**config.mk**
```make
export PLATFORM = sky130hd
export DESIGN_NAME = dbg_port_arb
export DESIGN_NICKNAME = d
export VERILOG_FILES = /design/src/rtl/dbg_arb_pkg.sv /design/src/rtl/dbg_arb_pick.sv /design/src/rtl/dbg_arb_fsm.sv /design/src/rtl/dbg_arb_mux.sv /design/src/rtl/dbg_port_arb.sv
export SDC_FILE = /design/constraint.sdc
export NUM_CORES = 1
export LEC_CHECK = 0
export ABC_AREA = 1
export BUFFER_PORTS_ARGS = -buffer_cell sky130_fd_sc_hd__buf_2
export CORE_MARGIN = 1.5
export CORE_UTILIZATION = 45
export DETAILED_ROUTE_END_ITERATION = 10
export GPL_TIMING_DRIVEN = 0
export PLACE_DENSITY = 0.84
export SLEW_MARGIN = 20
export SYNTH_ARGS = -nofsm -noshare
export SYNTH_HDL_FRONTEND = slang
export SYNTH_SLANG_ARGS = --single-unit
```
**constraint.sdc**
```tcl
create_clock -name clk_i -period 3.2 [get_ports clk_i]
set_input_delay 0.96 -clock clk_i [delete_from_list [all_inputs] [get_ports clk_i]]
set_output_delay 0.96 -clock clk_i [all_outputs]
set_load 0.02 [all_outputs]
```
**src/rtl/dbg_arb_pkg.sv**
```systemverilog
package dbg_arb_pkg;
  typedef enum logic [1:0] {
    ST_IDLE = 2'd0,
    ST_GNT  = 2'd1,
    ST_OWN  = 2'd2
  } arb_state_e;
endpackage

```
**src/rtl/dbg_arb_pick.sv**
```systemverilog
module dbg_arb_pick #(
  parameter int N_SRC = 4,
  localparam int IW = (N_SRC > 1) ? $clog2(N_SRC) : 1
) (
  input  logic [N_SRC-1:0] req_i,
  input  logic [N_SRC-1:0] busy_i,
  output logic             win_valid_o,
  output logic [IW-1:0]    win_idx_o
);
  logic found;
  logic hi_busy;

  // first requester wins; blocked if any lower index is busy
  always_comb begin
    found       = 1'b0;
    hi_busy     = 1'b0;
    win_valid_o = 1'b0;
    win_idx_o   = '0;
    for (int i = 0; i < N_SRC; i++) begin
      if (!found && req_i[i]) begin
        found       = 1'b1;
        win_idx_o   = IW'(i);
        win_valid_o = !hi_busy;
      end
      hi_busy = hi_busy | busy_i[i];
    end
  end
endmodule

```
**src/rtl/dbg_arb_fsm.sv**
```systemverilog
module dbg_arb_fsm
  import dbg_arb_pkg::*;
#(
  parameter int N_SRC = 4,
  localparam int IW = (N_SRC > 1) ? $clog2(N_SRC) : 1
) (
  input  logic             clk_i,
  input  logic             rst_ni,
  input  logic             port_en_i,
  input  logic             win_valid_i,
  input  logic [IW-1:0]    win_idx_i,
  input  logic [N_SRC-1:0] busy_i,
  output logic [N_SRC-1:0] grant_o,
  output logic [IW-1:0]    owner_o,
  output logic             drive_o
);
  arb_state_e      state_q, state_d;
  logic [IW-1:0]   owner_q;
  logic [N_SRC-1:0] grant_q;
  logic            start;
  logic            owner_busy;

  assign owner_busy = busy_i[owner_q];
  assign start      = (state_q == ST_IDLE) && port_en_i && win_valid_i;

  always_comb begin
    state_d = state_q;
    unique case (state_q)
      ST_IDLE: if (start) state_d = ST_GNT;
      ST_GNT:  state_d = ST_OWN;
      ST_OWN:  if (!owner_busy) state_d = ST_IDLE;
      default: state_d = ST_IDLE;
    endcase
  end

  always_ff @(posedge clk_i or negedge rst_ni) begin
    if (!rst_ni) begin
      state_q <= ST_IDLE;
      owner_q <= '0;
      grant_q <= '0;
    end else begin
      state_q <= state_d;
      grant_q <= start ? (N_SRC'(1) << win_idx_i) : '0;
      if (start) owner_q <= win_idx_i;
    end
  end

  assign grant_o = grant_q;
  assign owner_o = owner_q;
  assign drive_o = (state_q == ST_OWN) && owner_busy;
endmodule

```
**src/rtl/dbg_arb_mux.sv**
```systemverilog
module dbg_arb_mux #(
  parameter int N_SRC = 4,
  parameter int DW    = 8,
  localparam int IW = (N_SRC > 1) ? $clog2(N_SRC) : 1
) (
  input  logic [N_SRC*DW-1:0] src_data_i,
  input  logic [IW-1:0]       sel_i,
  input  logic                drive_i,
  output logic [DW-1:0]       data_o
);
  logic [DW-1:0] slice [N_SRC];

  for (genvar g = 0; g < N_SRC; g++) begin : g_slice
    assign slice[g] = src_data_i[g*DW +: DW];
  end

  assign data_o = drive_i ? slice[sel_i] : '0;
endmodule

```
**src/rtl/dbg_port_arb.sv**
```systemverilog
module dbg_port_arb #(
  parameter int N_SRC = 4,
  parameter int DW    = 8,
  localparam int IW = (N_SRC > 1) ? $clog2(N_SRC) : 1
) (
  input  logic                clk_i,
  input  logic                rst_ni,
  input  logic                port_en_i,
  input  logic [N_SRC-1:0]    req_i,
  input  logic [N_SRC-1:0]    busy_i,
  input  logic [N_SRC*DW-1:0] src_data_i,
  output logic [N_SRC-1:0]    grant_o,
  output logic [IW-1:0]       sel_o,
  output logic [DW-1:0]       port_data_o,
  output logic                port_clk_en_o
);
  logic          win_valid;
  logic [IW-1:0] win_idx;
  logic [IW-1:0] owner;
  logic          drive;

  dbg_arb_pick #(.N_SRC(N_SRC)) pick_i (
    .req_i       (req_i),
    .busy_i      (busy_i),
    .win_valid_o (win_valid),
    .win_idx_o   (win_idx)
  );

  dbg_arb_fsm #(.N_SRC(N_SRC)) fsm_i (
    .clk_i       (clk_i),
    .rst_ni      (rst_ni),
    .port_en_i   (port_en_i),
    .win_valid_i (win_valid),
    .win_idx_i   (win_idx),
    .busy_i      (busy_i),
    .grant_o     (grant_o),
    .owner_o     (owner),
    .drive_o     (drive)
  );

  assign sel_o         = drive ? owner : '0;
  assign port_clk_en_o = drive;

  dbg_arb_mux #(.N_SRC(N_SRC), .DW(DW)) mux_i (
    .src_data_i (src_data_i),
    .sel_i      (sel_o),
    .drive_i    (drive),
    .data_o     (port_data_o)
  );
endmodule

```
---- Yosys cells after proc, flatten, opt, wreduce, memory -nomap -nowiden ----
Cells that the tools add are included.
storage, ports and cells
  register bits ........................... 8
  input port bits ......................... 43
  output and inout port bits .............. 15
  logic and storage cells ................. 47
cells by class
  $lt $le $gt $ge ......................... 2
  eq/ne operators ......................... 4
  shifts and indexed selects .............. 1
  multiplexer cells ....................... 20
  bitwise logic cells ..................... 3
  reduce and logical (&&, ||, !) cells .... 14
operators by type and width
  operator                                                                      count
  8-bit 2-to-1 mux                                                              3
  8-bit binary-select mux with 2-bit select                                     1
  2-bit 2-to-1 mux                                                              5
  1-bit 2-to-1 mux                                                              8
  1-bit logical AND                                                             6
  1-bit zero test                                                               6
  2-bit case mux with 3 select lines                                            1
  4-bit 2-to-1 mux                                                              1
  1-bit by 2-bit << shifter with 4-bit output, first input constant             1
  3-bit greater-or-equal comparator, second input constant                      1
  2-bit by 3-bit less-than comparator with 1-bit output, second input constant  1
  2-bit inverter with 3-bit output                                              1
  1-bit binary-select mux with 2-bit select                                     1
  2-bit by 1-bit == test with 1-bit output, second input constant               1
  2-bit == test, second input constant                                          1
  2-bit zero test                                                               1
  2-bit by 1-bit != test with 1-bit output, second input constant               1
  2-bit != test, second input constant                                          1
  1-bit bitwise OR                                                              2
  2-bit AND reduction                                                           1

---- Depth between registers and ports, before layout ----
  word-level depth ........................ 13
  gate-level depth with buffers ........... 9
  depth with buffers taken out ............ 8

---- Cells and area by module ----
From an unflattened synthesis, not the netlist that was laid out.
second synthesis, totals
  cell total of the unflattened synthesis .. 150
  area total of the unflattened synthesis .. 830.8 µm²
modules (own cells, without submodules)
  module        instances  cells each  area an instance (µm²)
  dbg_arb_mux   1          95          414.1
  dbg_arb_fsm   1          35          329.1
  dbg_arb_pick  1          16          72.6
  dbg_port_arb  1          4           15.0

---- Worst setup path before layout ----
OpenSTA, ideal clock, no wires.
  kind .................................... in2out
  start point ............................. input port busy_i[3]
  end point ............................... output port port_data_o[6]
  arrival time ............................ 1.953 ns
  slack ................................... 0.287 ns
  cell stages on the path ................. 9
  path buffers ............................ 1
  cells stage by stage .................... inv_1 -> nand2_1 -> nand3_2 -> nand2_4 -> nand3_4 -> buf_6 -> nand2_4 -> nand3_2 -> a21oi_1
on the way
  longest elaborated chain between the ends .. 9
ends and longest elaborated chain
  what                                                    line                RTL
  from (decl)                                             dbg_port_arb.sv:10  input logic [N_SRC-1:0] busy_i,
  1-bit binary-select mux with 2-bit select *             dbg_arb_fsm.sv:23   assign owner_busy = busy_i[owner_q];
  1-bit 2-to-1 mux (not written as such) *                dbg_arb_fsm.sv:23
  1-bit logical AND *                                     dbg_arb_fsm.sv:50   assign drive_o = (state_q == ST_OWN) && owner_busy;
  2-bit 2-to-1 mux                                        dbg_port_arb.sv:41  assign sel_o = drive ? owner : '0;
  2-bit inverter with 3-bit output (not written as such)  dbg_arb_mux.sv:17   assign data_o = drive_i ? slice[sel_i] : '0;
  8-bit binary-select mux with 2-bit select               dbg_arb_mux.sv:17
  8-bit 2-to-1 mux (not written as such) (2 in a row)     dbg_arb_mux.sv:17
  8-bit 2-to-1 mux *                                      dbg_arb_mux.sv:17
  to (decl)                                               dbg_port_arb.sv:14  output logic [DW-1:0] port_data_o,
Mark *: on every way between the ends. The rest lies on a longest branch, timed or not. The select of a mux whose other input is x is not followed.

---- Worst setup path in the final report ----
  start point ............................. input port busy_i[3]
  end point ............................... output port port_data_o[4]
The elaborated chain is that of the path after synthesis.

==> impl_metrics.toml <==
[timing]
max_slew.worst_pin.slew_ns = 0.281
drv_slew = 0
final.min_clock_period_ns = 3.08
skew_ns = 0.00889
whs_ns = 0.490
hold_violations = 0
final.setup.tns_ns = 0
max_freq_mhz = 324
rsz0062_at_grt = "no"
setup_viol = 0
slew_headroom = 0.812
post-route-period-util = 0.964

[clock_tree]
cts_root_buf = "clkbuf_4"
numClockSinks = 8
path_clk_slew_ns = 0.05
tritoncts = "yes"
htreeDepth = 1
ctsHoldBuffers = 0
cts_resized = 0
cts_buffers = 3
clk_latency_ns = 0.25
post_cts_buffers = 0
clockBufferDepth = 2

[outcome]
status = "complete, no violations"

[finish]
nNetsFinal = 240
drive_gt1_frac = 0.508
final_common_cell = "buf_2"
fin_cells = 222
antennaDiodeCount = 0
final_cell_mix = "buf_2 (58), inv_1 (33), nor2_1 (18)"
final_util = 0.654
fillers = 195
syn2layout_area_growth_pct = 36.3

[synth]
ys_ff_latch = 8
yosys_warnings = 0
syn_avg_cell_area_um2 = 6.98
ys_seq_area_frac = 0.212
synth_area_um2 = 942
syn-instance-count = 135
ys_types = 22
synth_fp_nets = 178

[drt]
drt-total-wl_um = 2490
avgRoutedWirePerCell_um = 11.2
antenna_left = 0
drc = 0
num_vias = 1086
first_pass_iters = 4
drt-vias-per-instance = 4.89
first_iter_violations = 10

[die]
coreArea_um2 = 1960
row_count = 16
die_x_um = 48.8
io_pins = 58
die_h_um = 48.8
initial_utilization = 0.480
die_area_um2 = 2380

[worst_hold_path]
min_to = "fsm_i.state_q[1]"
hp-class = "reg2reg"
min_from = "fsm_i.state_q[1]"
holdPathStages = 1

[placed_design]
gp_congestion = 0.827
hpwl_um = 2070
port_buffers = 57
place_inst = 219

[critical_path]
critPathMaxFanout = 10
rr_startpoint = "fsm_i.owner_o[0]"
r2r_end = "fsm_i.state_q[1]"
reg2reg_slack_ns = 1.87
worstPathArrival_ns = 2.12
crit_chain = "buf_2 > inv_1 > nand2_1 > nand3_2 > nand2_4 > nand3_4 > buf_6 > nand2_2 > nand3_2 > a21oi_2 > buf_2"
slowest_stage = "buf_6"
r2r_cells = 6
critPathCaptureType = "output pin"
cp.required_ns = 2.24
critPathKind = "in2out"
slowest_delay_ns = 0.18
worstSetupStartpointType = "input port"

[global_routing]
grt_max_degree = 11
grt_pass1_wl_um = 4270
grt_use_total = 0.224
grt_antenna_before_repair = 0
grt_pass1_vias = 1035
grt_remaining_overflow = 0

[power]
cellPowerDensity_nw_per_um2 = 509
total_power_mw = 0.654
leakage_nw = 0.798
ir_drop_v = 0.000313

[run]
maxCapViolCount = 0
==> power breakdown <==
part,total (mW),internal (mW),switching [mW]
Sequential,0.145,0.124,0.0217
Clock,0.0740,0.0427,0.0313
Combinational,0.434,0.151,0.283
==> how the worst max path moves through the flow <==
stage | start | to | slack (ns) | cells after the start
after floorplan | busy_i[3] | port_data_o[6] | 0.29 | 9
after global placement | busy_i[2] | port_data_o[2] | 0.15 | 11
after detailed placement | busy_i[3] | port_data_o[2] | 0.11 | 11
after CTS | busy_i[3] | port_data_o[2] | 0.11 | 11
after global routing | busy_i[3] | port_data_o[1] | 0.002 | 11
final | busy_i[3] | port_data_o[4] | 0.12 | 11
==> per-layer routing <==
metal	share of wire	vias to the layer above	global-route usage
met5	0	-	0
met4	0.0040	0	0.0714
met3	0.053	2	0.0247
met2	0.52	48	0.434
met1	0.42	484	0.252
li1	-	552	-
==> sequential cells by signal (all words and copies together), names as in the netlist <==
signal / flops
fsm_i.state_q: 2
fsm_i.grant_o: 4
fsm_i.owner_o: 2
==> stage by stage <==
stage	area (µm²)	worst slack (ns)
after global routing	1280	0.00240
after detailed placement	1260	0.112
final	1280	0.116
after floorplan	942	0.287
after CTS	1280	0.109
after global placement	1260	0.147
==> Yosys cell counts <==
| library cell | count | share of area |
|---|---|---|
| o211ai_1 | 1 | 0.0080 |
| nor2_4 | 1 | 0.012 |
| inv_2 | 1 | 0.0040 |
| nor3_1 | 1 | 0.0053 |
| inv_1 | 33 | 0.13 |
| nand3_1 | 2 | 0.011 |
| a21oi_1 | 2 | 0.011 |
| nand2_1 | 7 | 0.028 |
| o21ai_1 | 1 | 0.0053 |
| a21oi_2 | 7 | 0.065 |
| nand2_2 | 10 | 0.066 |
| nand4_1 | 9 | 0.060 |
| nand3_4 | 2 | 0.037 |
| dfrtp_1 | 8 | 0.21 |
| buf_2 | 1 | 0.0053 |
| buf_6 | 4 | 0.048 |
| nor4_1 | 1 | 0.0066 |
| o31ai_1 | 1 | 0.0080 |
| o21ai_0 | 12 | 0.064 |
| nand3_2 | 11 | 0.12 |
| nand2_4 | 2 | 0.024 |
| nor2_1 | 18 | 0.072 |
==> final cells by class <==
cell class | instances | area (µm²) | area share
Clock buffer | 3 | 22.5 | 0.0175
Sequential cell | 8 | 200 | 0.156
Tap cell | 27 | 33.8 | 0.0263
Timing Repair Buffer | 57 | 285 | 0.222
Inverter | 34 | 128 | 0.0994
Multi-Input combinational cell | 88 | 564 | 0.440
Buffer | 5 | 50.0 | 0.0390
==> logic make-up (layout without fill, tap and decap cells) <==
family	Yosys count	in the layout	share of synthesized area
AOI/OAI and AO/OA	24	24	0.161
DFF	8	8	0.212
buffers and inverters	39	99	0.189
and+or+nand+nor	64	64	0.438
==> worst max-delay path: cells and delay by family <==
kind	cells	cell delay (ns)
buffers and inverters	4	0.47
AND/OR/NAND/NOR	6	0.56
AO/OA/AOI/OAI	1	0.12
(Power assumes the default switching activity.)
